--- config.mk ---
export PLATFORM = sky130hd
export DESIGN_NAME = msi_spi_frame
export DESIGN_NICKNAME = d
export VERILOG_FILES = /design/src/rtl/msi_frame_pkg.sv /design/src/rtl/msi_addr_decode.sv /design/src/rtl/msi_window_check.sv /design/src/rtl/msi_spi_frame.sv
export SDC_FILE = /design/constraint.sdc
export NUM_CORES = 1
export LEC_CHECK = 0
export BUFFER_PORTS_ARGS = -buffer_cell sky130_fd_sc_hd__buf_2
export CAP_MARGIN = 0
export CORE_ASPECT_RATIO = 0.9
export CORE_MARGIN = 2
export CORE_UTILIZATION = 45
export DETAILED_ROUTE_END_ITERATION = 6
export GPL_TIMING_DRIVEN = 0
export PLACE_DENSITY = 0.87
export RECOVER_POWER = 100
export SLEW_MARGIN = 20
export SYNTH_ARGS = -nofsm -noshare
export SYNTH_HDL_FRONTEND = slang
export SYNTH_SLANG_ARGS = --single-unit
--- constraint.sdc ---
create_clock -name clk -period 4.9 [get_ports clk]
set_input_delay 0.49 -clock clk [delete_from_list [all_inputs] [get_ports clk]]
set_output_delay 0.49 -clock clk [all_outputs]
set_load 0.03 [all_outputs]
--- src/rtl/msi_frame_pkg.sv ---
package msi_frame_pkg;

    localparam int ADDR_W = 12;
    localparam int DATA_W = 32;
    localparam int ID_W   = 10;

    localparam logic [ADDR_W-1:0] OFS_TYPE  = 12'h008;
    localparam logic [ADDR_W-1:0] OFS_DOOR  = 12'h040;
    localparam logic [ADDR_W-1:0] OFS_CLEAR = 12'h044;
    localparam logic [ADDR_W-1:0] OFS_IDENT = 12'hFCC;

    typedef struct packed {
        logic type_hit;
        logic door_hit;
        logic clear_hit;
        logic ident_hit;
    } frame_sel_t;

    function automatic logic [DATA_W-1:0] type_word(input int first_id, input int count);
        logic [ID_W-1:0] f;
        logic [ID_W-1:0] c;
        f = ID_W'(first_id);
        c = ID_W'(count);
        return {6'b0, f, 6'b0, c};
    endfunction

endpackage

--- src/rtl/msi_addr_decode.sv ---
module msi_addr_decode
    import msi_frame_pkg::*;
(
    input  logic [ADDR_W-1:0] addr,
    output frame_sel_t        sel
);
    always_comb begin
        sel           = '0;
        sel.type_hit  = (addr == OFS_TYPE);
        sel.door_hit  = (addr == OFS_DOOR);
        sel.clear_hit = (addr == OFS_CLEAR);
        sel.ident_hit = (addr == OFS_IDENT);
    end
endmodule

--- src/rtl/msi_window_check.sv ---
module msi_window_check
    import msi_frame_pkg::*;
#(
    parameter int FIRST_ID = 64,
    parameter int NUM_IDS  = 64
) (
    input  logic [ID_W-1:0]    id,
    output logic               in_window,
    output logic [NUM_IDS-1:0] line_sel
);
    localparam logic [ID_W:0] LO_L = (ID_W+1)'(FIRST_ID);
    localparam logic [ID_W:0] HI_L = (ID_W+1)'(FIRST_ID + NUM_IDS);

    logic [ID_W:0] id_x;

    always_comb begin
        id_x      = {1'b0, id};
        in_window = (id_x >= LO_L) && (id_x < HI_L);
    end

    for (genvar g = 0; g < NUM_IDS; g++) begin : g_line
        localparam logic [ID_W-1:0] MATCH_L = ID_W'(FIRST_ID + g);
        assign line_sel[g] = in_window && (id == MATCH_L);
    end
endmodule

--- src/rtl/msi_spi_frame.sv ---
module msi_spi_frame
    import msi_frame_pkg::*;
#(
    parameter int FIRST_ID = 64,
    parameter int NUM_IDS  = 64
) (
    input  logic               clk,
    input  logic               rst_n,
    input  logic               req_valid,
    input  logic               req_write,
    input  logic [ADDR_W-1:0]  req_addr,
    input  logic [DATA_W-1:0]  req_wdata,
    output logic [DATA_W-1:0]  rsp_rdata,
    output logic               err_flag,
    output logic [NUM_IDS-1:0] irq_pulse
);
    localparam logic [DATA_W-1:0] TYPE_VAL = type_word(FIRST_ID, NUM_IDS);

    if (FIRST_ID < 32 || FIRST_ID + NUM_IDS > 1020) begin : g_bad_window
        $error("interrupt window outside shared peripheral range");
    end

    typedef struct packed {
        logic [NUM_IDS-1:0] irq;
        logic               err;
        logic [DATA_W-1:0]  rdata;
    } frame_state_t;

    frame_state_t       st_d, st_q;
    frame_sel_t         sel;
    logic               in_window;
    logic [NUM_IDS-1:0] line_sel;
    logic               unused_wdata_hi;

    msi_addr_decode dec_i (
        .addr (req_addr),
        .sel  (sel)
    );

    msi_window_check #(
        .FIRST_ID (FIRST_ID),
        .NUM_IDS  (NUM_IDS)
    ) win_i (
        .id        (req_wdata[ID_W-1:0]),
        .in_window (in_window),
        .line_sel  (line_sel)
    );

    always_comb begin
        logic wr;
        logic rd;
        wr              = req_valid && req_write;
        rd              = req_valid && !req_write;
        unused_wdata_hi = ^req_wdata[DATA_W-1:ID_W];

        st_d       = st_q;
        st_d.irq   = '0;
        st_d.rdata = '0;

        if (wr && sel.door_hit) begin
            if (in_window) begin
                st_d.irq = line_sel;
            end else begin
                st_d.err = 1'b1;
            end
        end

        if (wr && sel.clear_hit && req_wdata[0]) begin
            st_d.err = 1'b0;
        end

        if (rd && sel.type_hit) begin
            st_d.rdata = TYPE_VAL;
        end
    end

    always_ff @(posedge clk) begin
        if (!rst_n) begin
            st_q <= '0;
        end else begin
            st_q <= st_d;
        end
    end

    assign rsp_rdata = st_q.rdata;
    assign err_flag  = st_q.err;
    assign irq_pulse = st_q.irq;
endmodule

==> flow_summary_export.csv, run 1 <==
group,metric,value,unit
synthesis,synthXorXnorAreaFrac,0,%
clock_network,cts_buffer_depth,2,
die,die_area,5610,µm²
synthesis,synthSimpleGateAreaFrac,28.9,%
route,drt_first_pass_iters,4,
synthesis,ys_ff_latch,66,
global_route,grt_first_pass_wirelength,8140,µm
route,wl_met3,495,µm
clock_network,cts.reportedPaths.clkPinSlew,0.07,ns
final_layout,final_cell_mix,"72 x clkbuf_1, 66 x dfxtp_1, 64 x nor2_1",
sta,min_period,2.61,ns
pwr,p_leak,1.21,nW
clock_network,cts_tree,"yes",
final_layout,layout_commonest_cell,"clkbuf_1",
worst_setup_path,slowest_delay,0.74,ns
final_layout,fin_cells,434,
route,via_per_inst,4.37,
route,remaining_drc_errors,0,
final_layout,drive_above_1_share,21.7,%
sta,setup_slack,2.29,ns
sta,worst_pin_slew,0.843,ns
route,vias,1896,
worst_setup_path,worstPathArrival,2.87,ns
global_route,antenna_found_initial,0,
synthesis,synth_top_family_by_area,"simple AND/OR/NAND/NOR gates",
place,dp_hpwl,3930,µm
sta,fin_setup_tns,0,ns
pwr,power.density,374,nW/µm²
synthesis,ys_seq_area_share,58.4,%
final_layout,final-seq-area,1320,µm²
status,outcome,"completed",
place,gp_congestion,0.816,
sta,maxSlewHeadroom,43.3,%
synthesis,yosysWarnings,0,
route,drt_iter0_markers,104,
synthesis,synth_cell_type_count,29,
die,start_util,46.8,%
sta,max_clock_freq,383,MHz
route,ant_nets,0,
worst_setup_path,crit_start,"req_addr[5]",
synthesis,syn-cell-area,2260,µm²
worst_setup_path,cp-start-kind,"input pin",
sta,slew_viol_final,0,
synthesis,synthAdderAreaFrac,0,%
worst_setup_path,worstPathRequired,5.16,ns
final_layout,multi_input_area,738,µm²
worst_setup_path,r2r-start,"err_flag",
job,cap_violations,0,
clock_network,clock_latency,0.33,ns
route,top_layer,"met4",
sta,setup_viol,0,
global_route,grt_max_degree,13,
sta,rsz0062_at_grt,"no",
place,place_ws,2.66,ns
place,dp_cells,418,
clock_network,holdBufCountCts,0,
clock_network,clockRootBuffer,"clkbuf_8",
pwr,p_total,0.00112,W
clock_network,ctsResizeCount,0,
final_layout,fin_util,62.0,%
worst_setup_path,path_class,"in2reg",
die,coreArea,4830,µm²
sta,fin_worst_skew,0,ns
hold_path,hold_start,"req_addr[6]",
worst_setup_path,crit_chain,"buf_2, or4_1, nor4_1, nand3_1, clkbuf_1, nor2_1",
route,detail_route.wirelength,5200,µm
clock_network,cts_max_level,3,
final_layout,nFillCells,447,
synthesis,synth_compound_area_share,0.387,%
synthesis,synth_mux_area_share,0,%
die,die_w,78.8,µm
pwr,peakVddDrop,0.000229,V
final_layout,area_growth_syn_to_layout,32.4,%
die,chipHeight,71.3,µm
synthesis,synth_cells,233,
sta,finalCritPeriodShare,53.3,%
sta,hold_viol,0,
final_layout,diodes,0,
worst_setup_path,cp_max_fo,10,
worst_setup_path,cp-end-kind,"register",
clock_network,cts-buffers-inserted,9,
clock_network,post_cts_buffers,0,
final_layout,fin_nets,412,
global_route,grt_use_total,18.8,%
route,wire_per_inst,12.0,µm
global_route,gr-total-overflow,0,
hold_path,min_path_type,"in2reg",
route,met2WireLength,2530,µm
die,ios,145,
synthesis,synth.avg_cell_area,9.71,µm²
global_route,grt_pass1_vias,1860,
clock_network,clkSinkCount,66,
place,portBuffers,91,
die,placementRows,24,
route,wl_met1,2120,µm
worst_setup_path,critPathSlowestCell,"nor4_1",
==> cell usage after synthesis (all sizes together) <==
cell type  number  area [µm²]
nand4           1        6.26
nand2b          4        25.0
nor3            3        15.0
nor4            7        86.3
nand2          22        82.6
or4b            2        23.8
nor4b           2        17.5
nand3           8        60.1
or2             2        12.5
o311ai          1        8.76
dfxtp          66        1320
or4             1        11.3
nor3b           1        7.51
and3            1        6.26
or3             1        6.26
inv             2        7.51
nor2           65         246
nor2b           5        31.3
buf            35         265
conb            1        3.75
nand3b          2        15.0
clkbuf          1        3.75
==> cell type report <==
cell class              instances  share of cell area [%]
clock inverters                 6                    2.96
repair buffers                 91                    12.4
flip-flops and latches         66                    44.1
inverters                       2                   0.250
plain buffers                  36                    8.39
multi-input cells             158                    24.6
clock buffers                  10                    4.59
well taps                      65                    2.71
==> cell families after synthesis <==
logic type | after synthesis
buf+inv | 38
flops | 66
simple gates | 127
other cells | 1
compound gates | 1
==> final timing paths <==
| check | to | slack, ns | depth (start not counted) |
|---|---|---|---|
| worst max-delay path | irq_pulse[38] | 2.29 | 6 |
| worst min-delay path | rsp_rdata[6] | 0.33 | 2 |
| worst max register to register | err_flag | 4.32 | 2 |
| worst min register to register | err_flag | 0.48 | 2 |
==> layer usage <==
| layer | track usage [%] | vias to the layer above |
|---|---|---|
| li1 | - | 944 |
| met1 | 20.6 | 853 |
| met2 | 33.5 | 91 |
| met3 | 7.18 | 8 |
| met4 | 6.63 | 0 |
| met5 | 0 | - |
==> through the flow <==
| stage | hold slack [ns] | instance area, µm² |
|---|---|---|
| after floorplan | 0.561 | 2370 |
| after global placement | 0.463 | 2910 |
| after detailed placement | 0.466 | 2910 |
| after CTS | 0.321 | 3140 |
| after global routing | 0.338 | 3000 |
| final | 0.331 | 3000 |
==> sequential cells by signal, summed over array words and instances (netlist names) <==
name / cells
err_flag: 1
irq_pulse: 64
rsp_rdata: 1
==> worst max-delay path, delay by kind of cell <==
kind          cells  cell delay [ns]
buf+inv           2             0.44
simple gates      4             1.94
==> where the power goes <==
part | internal (W) | switching (W) | total, W
clock network | 0.000301 | 0.000201 | 0.000502
logic | 0.0000288 | 0.0000534 | 0.0000821
registers | 0.000536 | 0.000000000587 | 0.000536
total | 0.000866 | 0.000255 | 0.00112
Power figures use the tool's default switching activity.
==> run 2, diff against run 1 <==
- CORE_UTILIZATION: 45 -> 38
- PLACE_DENSITY: 0.87 -> 0.79
- clock period: 4.9 -> 2.32 ns (I/O delays scaled with it)
==> flow_summary_export.csv, run 2 (same netlist as run 1, synthesis figures left out) <==
group,metric,value,unit
status,outcome,"completed",
route,drt_first_pass_iters,4,
die,start_util,39.5,%
route,detail_route.wirelength,5350,µm
clock_network,clock_latency,0.33,ns
die,ios,145,
sta,max_clock_freq,564,MHz
sta,setup_viol,0,
worst_setup_path,worstPathArrival,2.04,ns
worst_setup_path,critPathSlowestCell,"or4_1",
sta,finalCritPeriodShare,76.4,%
clock_network,clkSinkCount,66,
die,coreArea,5730,µm²
final_layout,diodes,0,
worst_setup_path,cp_max_fo,10,
final_layout,nFillCells,568,
worst_setup_path,cp-start-kind,"input pin",
sta,maxSlewHeadroom,65.1,%
worst_setup_path,path_buf_inv,2,
die,chipHeight,77.2,µm
die,die_w,85.4,µm
clock_network,cts_max_level,3,
sta,worst_pin_slew,0.519,ns
worst_setup_path,slowest_delay,0.67,ns
worst_setup_path,regToRegSetupSlack,1.72,ns
place,portBuffers,91,
clock_network,ctsResizeCount,0,
clock_network,cts_buffer_depth,2,
sta,rsz0062_at_grt,"no",
pwr,p_total,0.00224,W
clock_network,cts.reportedPaths.clkPinSlew,0.07,ns
worst_setup_path,cp-end-kind,"register",
route,remaining_drc_errors,0,
pwr,p_leak,1.21,nW
sta,slew_viol_final,0,
global_route,grt_max_degree,12,
worst_setup_path,cp_top_family,"simple AND/OR/NAND/NOR gates",
global_route,grt_pass1_vias,1795,
clock_network,cts-buffers-inserted,9,
route,drt_iter0_markers,52,
sta,min_period,1.77,ns
final_layout,drive_above_1_share,21.4,%
route,via_per_inst,4.28,
sta,fin_worst_skew,0,ns
sta,hold_viol,0,
final_layout,fin_nets,412,
global_route,antenna_found_initial,0,
clock_network,cts_tree,"yes",
die,die_area,6590,µm²
place,dp_cells,423,
die,placementRows,26,
final_layout,layout_commonest_cell,"clkbuf_1",
worst_setup_path,path_class,"in2reg",
job,cap_violations,0,
pwr,peakVddDrop,0.000539,V
clock_network,clockRootBuffer,"clkbuf_8",
final_layout,fin_cells,439,
place,gp_congestion,0.844,
final_layout,largest_reg_flops,64,
route,wire_per_inst,12.2,µm
route,vias,1880,
place,dp_hpwl,4040,µm
pwr,power.density,750,nW/µm²
worst_setup_path,crit_chain,"buf_2, or4_1, nor4_4, nand3_1, clkbuf_1, nor2_1",
clock_network,holdBufCountCts,0,
global_route,gr-total-overflow,0,
route,ant_nets,0,
final_layout,final_cell_mix,"72 x clkbuf_1, 66 x dfxtp_1, 65 x nor2_1",
global_route,grt_use_total,16.6,%
final_layout,area_growth_syn_to_layout,32.1,%
hold_path,min_path_type,"in2reg",
sta,fin_setup_tns,0,ns
worst_setup_path,worstPathRequired,2.58,ns
global_route,grt_first_pass_wirelength,8390,µm
clock_network,post_cts_buffers,0,
[run 2: final timing paths]
kind | startpoint | to | depth (start not counted)
min | req_addr[6] | rsp_rdata[6] | 2
min reg2reg | err_flag | err_flag | 2
max reg2reg | err_flag | err_flag | 2
max | req_addr[5] | irq_pulse[28] | 6
[run 2: layout make-up]
cell class / count / area (µm²) / area share (%)
buffer: 36 / 259 / 8.66
clock inverter: 5 / 53.8 / 1.80
sequential: 66 / 1320 / 44.2
inverter: 2 / 7.51 / 0.251
tap: 70 / 87.6 / 2.93
timing repair buffer: 91 / 372 / 12.4
clock buffer: 11 / 141 / 4.73
multi-input combinational: 158 / 748 / 25.0
[run 2: through the flow]
step	area, µm²	worst slack [ns]	hold slack (ns)	utilization (%)
3_5_place_dp	2920	0.307	0.415	50.9
2_1_floorplan	2370	0.642	0.303	-
5_1_grt	2990	0.324	0.0670	52.2
6_report	2990	0.548	0.0635	52.2
3_3_place_gp	2920	0.372	0.412	50.9
4_1_cts	3110	0.659	0.0543	54.3
[run 2: worst reg2reg max path, stage by stage (launching register included)]
cell      delay, ns
dfxtp_1        0.32
o311ai_0       0.08
nand2_1        0.08
[run 2: power breakdown]
group,total [W],leakage [nW],internal (W),switching (W)
clock network,0.000935,0.103,0.000522,0.000413
registers,0.00113,0.531,0.00113,0.00000000143
logic,0.000176,0.576,0.0000610,0.000115
[run 2: per-layer routing]
layer,GRT usage [%],up-vias,routed length [µm]
met2,28.0,91,2510
met4,8.25,0,77
li1,-,944,-
met1,18.4,835,2200
met5,0,-,0
met3,6.14,10,565
